<file path="src/rtl/atom_rmw_pkg.sv">
package atom_rmw_pkg;

  parameter int unsigned XLEN   = 64;
  parameter int unsigned FUNC_W = 5;
  parameter int unsigned SIZE_W = 2;

  typedef logic [XLEN-1:0]   word_t;
  typedef logic [FUNC_W-1:0] func_t;
  typedef logic [SIZE_W-1:0] size_t;

  typedef enum logic [FUNC_W-1:0] {
    FN_ADD  = 5'b00000,
    FN_XOR  = 5'b00001,
    FN_OR   = 5'b00010,
    FN_AND  = 5'b00011,
    FN_MAXU = 5'b00100,
    FN_MAXS = 5'b00101,
    FN_MINU = 5'b00110,
    FN_MINS = 5'b00111,
    FN_SWAP = 5'b01000,
    FN_CSNE = 5'b10000,
    FN_INCB = 5'b11000,
    FN_INCE = 5'b11001,
    FN_DECB = 5'b11100
  } afn_e;

  typedef enum logic [2:0] {
    CL_ARITH,
    CL_SWAP,
    CL_CSNE,
    CL_BOUND,
    CL_TWIN,
    CL_BAD
  } op_class_e;

  function automatic int unsigned lane_bits(size_t wc);
    return 8 << wc;
  endfunction

  function automatic word_t lane_mask(size_t wc);
    if (lane_bits(wc) >= XLEN) return '1;
    return (word_t'(1) << lane_bits(wc)) - word_t'(1);
  endfunction

  function automatic word_t lane_msb(size_t wc);
    return word_t'(1) << (lane_bits(wc) - 1);
  endfunction

  function automatic word_t fit(word_t v, size_t wc);
    return v & lane_mask(wc);
  endfunction

  function automatic word_t sext(word_t v, size_t wc);
    return fit(v, wc) | (((v & lane_msb(wc)) != '0) ? ~lane_mask(wc) : '0);
  endfunction

  function automatic logic lt_signed(word_t a, word_t b, size_t wc);
    return $signed(sext(a, wc)) < $signed(sext(b, wc));
  endfunction

  function automatic logic lt_unsigned(word_t a, word_t b, size_t wc);
    return fit(a, wc) < fit(b, wc);
  endfunction

endpackage

</file>
<file path="src/rtl/atom_decode.sv">
module atom_decode
  import atom_rmw_pkg::*;
(
  input  func_t     func,
  input  logic      is_store,
  output op_class_e cls
);

  always_comb begin
    cls = CL_BAD;
    if (func[4:3] == 2'b00) begin
      cls = CL_ARITH;
    end else if (is_store) begin
      if (func == FN_INCB) cls = CL_TWIN;
    end else begin
      case (func)
        FN_SWAP:                   cls = CL_SWAP;
        FN_CSNE:                   cls = CL_CSNE;
        FN_INCB, FN_INCE, FN_DECB: cls = CL_BOUND;
        default:                   cls = CL_BAD;
      endcase
    end
  end

endmodule

</file>
<file path="src/rtl/atom_logic_unit.sv">
module atom_logic_unit
  import atom_rmw_pkg::*;
(
  input  logic [2:0] sel,
  input  size_t      wc,
  input  word_t      old_v,
  input  word_t      opnd,
  output word_t      result
);

  word_t raw;

  always_comb begin
    case (sel)
      3'd0:    raw = old_v + opnd;
      3'd1:    raw = old_v ^ opnd;
      3'd2:    raw = old_v | opnd;
      3'd3:    raw = old_v & opnd;
      3'd4:    raw = lt_unsigned(old_v, opnd, wc) ? opnd  : old_v;
      3'd5:    raw = lt_signed(old_v, opnd, wc)   ? opnd  : old_v;
      3'd6:    raw = lt_unsigned(old_v, opnd, wc) ? old_v : opnd;
      default: raw = lt_signed(old_v, opnd, wc)   ? old_v : opnd;
    endcase
    result = fit(raw, wc);
  end

endmodule

</file>
<file path="src/rtl/atom_bound_unit.sv">
module atom_bound_unit
  import atom_rmw_pkg::*;
(
  input  size_t wc,
  input  logic  want_equal,
  input  logic  step_down,
  input  word_t old_v,
  input  word_t bound_v,
  output logic  go,
  output word_t next_v,
  output word_t give_v
);

  logic same;

  always_comb begin
    same   = fit(old_v, wc) == fit(bound_v, wc);
    go     = want_equal ? same : !same;
    next_v = fit(step_down ? (old_v - word_t'(1)) : (old_v + word_t'(1)), wc);
    give_v = go ? fit(old_v, wc) : lane_msb(wc);
  end

endmodule

</file>
<file path="src/rtl/atomic_rmw_alu.sv">
module atomic_rmw_alu
  import atom_rmw_pkg::*;
(
  input  logic        clk,
  input  logic        rst_n,
  input  logic        req_valid,
  input  logic        req_store,
  input  logic [4:0]  req_func,
  input  logic [1:0]  req_width,
  input  logic [63:0] mem_old,
  input  logic [63:0] op_a,
  input  logic [63:0] op_b,
  input  logic [63:0] mem_adj,
  output logic        rsp_valid,
  output logic        illegal_op,
  output logic        wr_en,
  output logic        wr_pair,
  output logic [63:0] wr_data,
  output logic        ret_valid,
  output logic [63:0] ret_data
);

  op_class_e cls;
  word_t     lu_res;
  logic      bnd_go;
  word_t     bnd_next;
  word_t     bnd_give;

  logic  n_ill, n_wr, n_pair, n_rv;
  word_t n_wd, n_rd;
  size_t wc_q;
  logic  st_q;

  // event wires for the checks
  logic  twin_match;
  logic  csne_differs;

  atom_decode u_dec (
    .func     (req_func),
    .is_store (req_store),
    .cls      (cls)
  );

  atom_logic_unit u_lu (
    .sel    (req_func[2:0]),
    .wc     (req_width),
    .old_v  (mem_old),
    .opnd   (op_a),
    .result (lu_res)
  );

  atom_bound_unit u_bnd (
    .wc         (req_width),
    .want_equal (req_func[0]),
    .step_down  (req_func[2]),
    .old_v      (mem_old),
    .bound_v    (mem_adj),
    .go         (bnd_go),
    .next_v     (bnd_next),
    .give_v     (bnd_give)
  );

  assign twin_match   = fit(mem_old, req_width) == fit(mem_adj, req_width);
  assign csne_differs = fit(mem_old, req_width) != fit(op_a, req_width);

  always_comb begin
    n_ill  = 1'b0;
    n_wr   = 1'b0;
    n_pair = 1'b0;
    n_rv   = 1'b0;
    n_wd   = '0;
    n_rd   = '0;
    if (req_valid) begin
      case (cls)
        CL_ARITH: begin
          n_wr = 1'b1;
          n_wd = lu_res;
          n_rv = !req_store;
          n_rd = req_store ? '0 : fit(mem_old, req_width);
        end
        CL_SWAP: begin
          n_wr = 1'b1;
          n_wd = fit(op_a, req_width);
          n_rv = 1'b1;
          n_rd = fit(mem_old, req_width);
        end
        CL_CSNE: begin
          n_wr = csne_differs;
          n_wd = csne_differs ? fit(op_b, req_width) : '0;
          n_rv = 1'b1;
          n_rd = fit(mem_old, req_width);
        end
        CL_BOUND: begin
          n_wr = bnd_go;
          n_wd = bnd_go ? bnd_next : '0;
          n_rv = 1'b1;
          n_rd = bnd_give;
        end
        CL_TWIN: begin
          n_wr   = twin_match;
          n_pair = twin_match;
          n_wd   = twin_match ? fit(op_a, req_width) : '0;
        end
        default: n_ill = 1'b1;
      endcase
    end
  end

  always_ff @(posedge clk) begin
    if (!rst_n) begin
      rsp_valid  <= 1'b0;
      illegal_op <= 1'b0;
      wr_en      <= 1'b0;
      wr_pair    <= 1'b0;
      wr_data    <= '0;
      ret_valid  <= 1'b0;
      ret_data   <= '0;
      wc_q       <= '0;
      st_q       <= 1'b0;
    end else begin
      rsp_valid  <= req_valid;
      illegal_op <= n_ill;
      wr_en      <= n_wr;
      wr_pair    <= n_pair;
      wr_data    <= n_wd;
      ret_valid  <= n_rv;
      ret_data   <= n_rd;
      wc_q       <= req_width;
      st_q       <= req_store;
    end
  end

  AST_WRITE_FITS: assert property (@(posedge clk) disable iff (!rst_n)
    (wr_data & ~lane_mask(wc_q)) == '0);
  AST_RETURN_FITS: assert property (@(posedge clk) disable iff (!rst_n)
    (ret_data & ~lane_mask(wc_q)) == '0);
  AST_STORE_SILENT: assert property (@(posedge clk) disable iff (!rst_n)
    (rsp_valid && st_q) |-> !ret_valid);
  AST_PAIR_WITH_WRITE: assert property (@(posedge clk) disable iff (!rst_n)
    wr_pair |-> (wr_en && st_q));
  AST_ILLEGAL_INERT: assert property (@(posedge clk) disable iff (!rst_n)
    illegal_op |-> (!wr_en && !ret_valid && wr_data == '0));
  AST_RSP_NEXT: assert property (@(posedge clk) disable iff (!rst_n)
    req_valid |=> rsp_valid);
  AST_IDLE_QUIET: assert property (@(posedge clk) disable iff (!rst_n)
    !rsp_valid |-> (!wr_en && !ret_valid && !illegal_op && !wr_pair));
  AST_NO_WRITE_NO_DATA: assert property (@(posedge clk) disable iff (!rst_n)
    !wr_en |-> wr_data == '0);

endmodule

</file>
<file path="config.mk">
export PLATFORM = sky130hd
export DESIGN_NAME = atomic_rmw_alu
export DESIGN_NICKNAME = d
export VERILOG_FILES = /design/src/rtl/atom_rmw_pkg.sv /design/src/rtl/atom_decode.sv /design/src/rtl/atom_logic_unit.sv /design/src/rtl/atom_bound_unit.sv /design/src/rtl/atomic_rmw_alu.sv
export SDC_FILE = /design/constraint.sdc
export NUM_CORES = 1
export LEC_CHECK = 0
export BUFFER_PORTS_ARGS = -buffer_cell sky130_fd_sc_hd__buf_2
export CELL_PAD_IN_SITES_DETAIL_PLACEMENT = 0
export CELL_PAD_IN_SITES_GLOBAL_PLACEMENT = 1
export CORE_MARGIN = 2
export CORE_UTILIZATION = 37
export CTS_BUF_LIST = sky130_fd_sc_hd__clkbuf_16
export CTS_CLUSTER_DIAMETER = 100
export DETAILED_ROUTE_END_ITERATION = 8
export GPL_ROUTABILITY_DRIVEN = 0
export HOLD_SLACK_MARGIN = 0.15
export PLACE_DENSITY = 0.85
export SETUP_SLACK_MARGIN = 0.4
export SYNTH_ARGS = -nofsm -noshare
export SYNTH_HDL_FRONTEND = slang
export SYNTH_SLANG_ARGS = --single-unit
</file>
<file path="constraint.sdc">
create_clock -name clk -period 5 [get_ports clk]
set_input_delay 0.75 -clock clk [delete_from_list [all_inputs] [get_ports clk]]
set_output_delay 0.75 -clock clk [all_outputs]
set_load 0.1 [all_outputs]
</file>
==> impl_metrics.ini, run 1 <==
[placed_design]
preCtsSetupSlack_ns = -0.457
hpwlAfterDp_um = 80300
place_area_um2 = 26500
port_buffers = 399

[critical_path]
crit_type = in -> reg
crit_required_ns = 5.38
crit_end = wr_data[35]
worst-path-stages = 24
crit_path_end_kind = register
arrival_ns = 4.90
critical_path.slowest_cell = nor4b_4
path_buf_inv = 7
path_common_cell = buf_12
crit_family = simple AND/OR/NAND/NOR gates
cp-startpoint = req_width[0]
worst_setup_path_start_kind = input port
cp_max_fo = 11
crit_path_max_incr_delay_ns = 0.37
path_cells = buf_12 > mux2i_4 > nor2_4 > nor2_2 > nor2_4 > buf_12 > clkbuf_16 > a21oi_2 > ha_1 > nand4_1 > nor4b_4 > buf_4 > nand4b_1 > nor4b_4 > a2111oi_4 > buf_4 > nand2_8 > xor2_4 > o21ai_4 > buf_6 > buf_12 > a221o_1 > a21oi_2 > o22ai_1

[clock_network]
htree_levels = 4
cts.clk_slew.worst_paths_ns = 0.07
ctsRootBufferMaster = clkbuf_16
clock_sinks = 133
cts_max_path_buffers = 2
cts_buffers = 17
cts_tree = yes

[timing]
timing.final.crit_share = 0.903
max_slew_margin = 0.273
finalHoldViolations = 0
finalSetupViolCount = 0
hold_slack_ns = 0.527
period_needed_ns = 4.52
tightest_slew_ns = 1.09
drv_slew = 0
rsz0062_at_grt = no
finalSetupTns_ns = 0
finalWorstSetupSlack_ns = 0.483
max_freq_ghz = 0.221

[synthesis]
yosys-top-cells-area = ha_1 18%, dfxtp_1 12%, a21oi_1 8.2%
synthCells = 3200
seq_area_frac_synth = 0.122
ys.flop_type = dfxtp_1
yosys.area.top_type = ha_1
avgSynthCellArea_um2 = 6.82
synth_top_cells_by_count = 359 x a21oi_1, 345 x nand2_1, 317 x ha_1
netlist.area_leader.share = 0.182
ys_ff_latch = 133
synth-edff-count = 0
synth_fp_nets = 3786
yosys_warnings = 0
synth_cell_types = 82
async_flop_share = 0
yosysMostFrequentCell = a21oi_1
synth.cell_area_um2 = 21800

[die]
dieArea_um2 = 61000
start_util = 0.372
die_w_um = 247
coreArea_um2 = 58700
ioPinCount = 400
die_h_um = 247
rows = 89

[power_and_ir_drop]
p_per_area_nw_per_um2 = 202
ir_worst_vdd_mv = 0.408
p_leak_nw = 13.4

[global_route]
grt_max_degree = 63
grt_usage = 0.322
grt_pass1_vias = 24700
grt_overflow = 0
grt_pass1_wl_um = 150000
antenna_found_initial = 4

[drt]
drt_iter0_markers = 3532
drt_wl_total_um = 103000
drtPass1Iterations = 7
wl_per_cell_um = 22.9
vias = 27400
drc = 0
vias_per_cell = 6.09
final_antenna_net_count = 0

[finish]
final_util = 0.470
drive_gt1_frac = 0.222
final_nets = 4298
area_delta_synth_final_pct = 26.4
final_area_um2 = 27600

[hold_path]
hold_class = in -> reg
min_from = op_b[31]

[flow_run]
maxCapViolCount = 0

[outcome]
status = completed
## how the worst min path moves through the flow
stage | slack (ns) | cells after the start | end
6_report | 0.53 | 3 | wr_data[31]
5_1_grt | 0.55 | 3 | wr_data[18]
4_1_cts | 0.52 | 3 | wr_data[31]
3_5_place_dp | 1.05 | 2 | ret_valid
3_3_place_gp | 1.05 | 2 | ret_valid
2_1_floorplan | 0.83 | 1 | ret_valid
## power breakdown
group	total (mW)	internal, mW	switching (mW)
Combinational	3.22	1.25	1.97
Sequential	1.08	1.07	0.00567
Clock	1.29	0.673	0.619
Total	5.59	2.99	2.60
## sequential cells by signal (all words and copies together), names as in the netlist
name        flops
ret_data       64
wr_data        64
illegal_op      1
ret_valid       1
rsp_valid       1
wr_en           1
wr_pair         1
## final cells by class
type | count | area [um^2]
inverters | 229 | 860
diodes | 2 | 5.00
clock buffers | 17 | 425
multi-input cells | 2617 | 17800
fillers | 5990 | 31100
well taps | 773 | 967
flip-flops and latches | 133 | 2660
clock inverters | 14 | 113
repair buffers | 714 | 4760
## placed cells by master, fill, tap and decap left out, types with 22 or more instances in the layout
master / count
xnor2_1: 106
nor3_1: 28
dfxtp_1: 133
buf_2: 395
a221oi_1: 90
nand3_1: 45
a211oi_1: 39
o221ai_1: 43
ha_1: 317
buf_4: 281
o22ai_1: 38
nand2_1: 340
xor2_1: 58
a21oi_1: 350
o21ai_0: 241
nand4_1: 64
clkbuf_16: 22
inv_1: 229
a31oi_1: 41
a21o_1: 97
nor2_1: 309
## kinds of logic (layout without fill, tap and decap cells)
| logic type | Yosys count | count (layout) | synth area share |
|---|---|---|---|
| simple gates | 939 | 939 | 0.193 |
| flops | 133 | 133 | 0.122 |
| other cells | 0 | 2 | 0 |
| xor+xnor | 166 | 166 | 0.0683 |
| fa+ha+maj | 320 | 320 | 0.184 |
| compound gates | 1180 | 1181 | 0.348 |
| buf+inv | 451 | 974 | 0.0795 |
| mux | 11 | 11 | 0.00510 |
## through the flow
stage,std cells,power (mW)
floorplan,3200,2.99
global placement,4453,4.06
detailed placement,4453,4.08
CTS,4486,5.38
global route,4498,5.86
finish,4499,5.59
## timing repair
action | in CTS | in global routing
setup endpoints to repair | 36 | 64
cloned | 0 | 7
hold buffers | 0 | 0
pin swaps | 1 | 32
resized for setup | 2 | 88
buffers inserted | 2 | 4
## layer usage
| layer | part of all wire | wire, um | track usage | up-vias |
|---|---|---|---|---|
| met5 | 0.00030 | 31 | 0 | - |
| met4 | 0.056 | 5770 | 0.168 | 4 |
| met3 | 0.098 | 10100 | 0.0698 | 308 |
| met2 | 0.43 | 44100 | 0.491 | 1552 |
| met1 | 0.42 | 43000 | 0.424 | 12800 |
| li1 | - | - | - | 12700 |
Note: power is estimated with default switching activity, not from simulation.
==> inputs of run 2 (changes only) <==
CAP_MARGIN = 0   (was unset)
CELL_PAD_IN_SITES_DETAIL_PLACEMENT = 1   (was 0)
==> impl_metrics.ini, run 2 (synthesis results as in run 1) <==
[global_route]
grt_overflow = 0
grt_usage = 0.360
grt_pass1_wl_um = 169000
antenna_found_initial = 8
grt_max_degree = 63
grt_pass1_vias = 28100

[timing]
tightest_slew_ns = 1.29
hold_slack_ns = 0.530
max_freq_ghz = 0.194
rsz0062_at_grt = yes
finalSetupTns_ns = -0.673
period_needed_ns = 5.16
drv_slew = 0
finalSetupViolCount = 14
finalHoldViolations = 0
timing.final.crit_share = 1.03
max_slew_margin = 0.139
finalWorstSetupSlack_ns = -0.158

[placed_design]
place_inst = 4453
port_buffers = 399
hpwlAfterDp_um = 88100
preCtsSetupSlack_ns = -0.527
place_area_um2 = 26500

[critical_path]
critical_path.slowest_cell = o22ai_1
crit_required_ns = 5.36
arrival_ns = 5.52
crit_family = simple AND/OR/NAND/NOR gates
cp_max_fo = 10
crit_path_end_kind = register
path_cells = buf_12 > buf_4 > mux2i_2 > o21ai_2 > nand2_4 > clkbuf_16 > nand2_2 > ha_4 > nand4_1 > nor4b_4 > buf_4 > nand4b_1 > nor4b_4 > a2111oi_4 > buf_4 > nand2_8 > xnor2_4 > buf_4 > o21a_1 > o21ai_0 > a221oi_1 > o22ai_1
crit_path_max_incr_delay_ns = 0.56
worst_setup_path_start_kind = input port
path_common_cell = buf_4
crit_type = in -> reg
path_buf_inv = 6

[drt]
drc = 0
drtPass1Iterations = 7
vias_per_cell = 6.61
drt_wl_total_um = 123000
drt_iter0_markers = 4258
vias = 29800
wl_per_cell_um = 27.4
final_antenna_net_count = 0

[die]
ioPinCount = 400
coreArea_um2 = 58700
die_h_um = 247
die_w_um = 247
dieArea_um2 = 61000
rows = 89
start_util = 0.372

[finish]
drive_gt1_frac = 0.229
reg_top3 = ret_data (64), wr_data (64)
final_nets = 4309
layout_common_cells = 395 x buf_2, 341 x a21oi_1, 332 x nand2_1, 310 x ha_1, 309 x nor2_1
final_common_cell = buf_2
final_area_um2 = 27900
final_util = 0.475
layout.cells.non_filler = 4512
area_delta_synth_final_pct = 27.7

[power_and_ir_drop]
p_per_area_nw_per_um2 = 213
ir_worst_vdd_mv = 0.326
p_leak_nw = 13.5
power.total_mw = 5.95

[clock_network]
htree_levels = 4
ctsRootBufferMaster = clkbuf_16
cts.clk_slew.worst_paths_ns = 0.08
clock_sinks = 133
cts_max_path_buffers = 2
cts_tree = yes
cts_buffers = 17

[flow_run]
maxCapViolCount = 0

[outcome]
violations = setup timing
status = finished with violations

[hold_path]
hold_class = in -> reg
run 2: layout make-up:
| class | instances | area [um^2] |
|---|---|---|
| clock buffer | 17 | 425 |
| clock inverter | 15 | 148 |
| fill | 7558 | 30800 |
| timing repair buffer | 725 | 4870 |
| inverter | 229 | 860 |
| tap | 773 | 967 |
| multi-input combinational | 2617 | 17900 |
| antenna | 3 | 7.51 |
| sequential | 133 | 2660 |
run 2: worst paths after layout:
path / from / endpoint / slack [ns] / cells past startpoint
worst max-delay path: req_width[0] / wr_data[54] / -0.16 / 22
worst min-delay path: op_b[31] / wr_data[31] / 0.53 / 3
run 2: repair_timing:
item / in CTS / in global routing
buffers inserted: 3 / 13
endpoints found under the setup margin: 59 / 64
cloned: 0 / 8
hold buffers: 0 / 0
gates resized for setup: 10 / 107
pin swaps: 3 / 22
run 2: metal layers:
metal	track usage	up-vias	part of all wire
li1	-	12700	-
met1	0.454	14200	0.38
met2	0.558	2132	0.42
met3	0.0750	724	0.12
met4	0.229	8	0.079
met5	0.00490	-	0.00065
run 2: power breakdown:
part | internal [mW] | switching [mW]
logic | 1.28 | 2.20
registers | 1.07 | 0.00628
clock network | 0.766 | 0.626
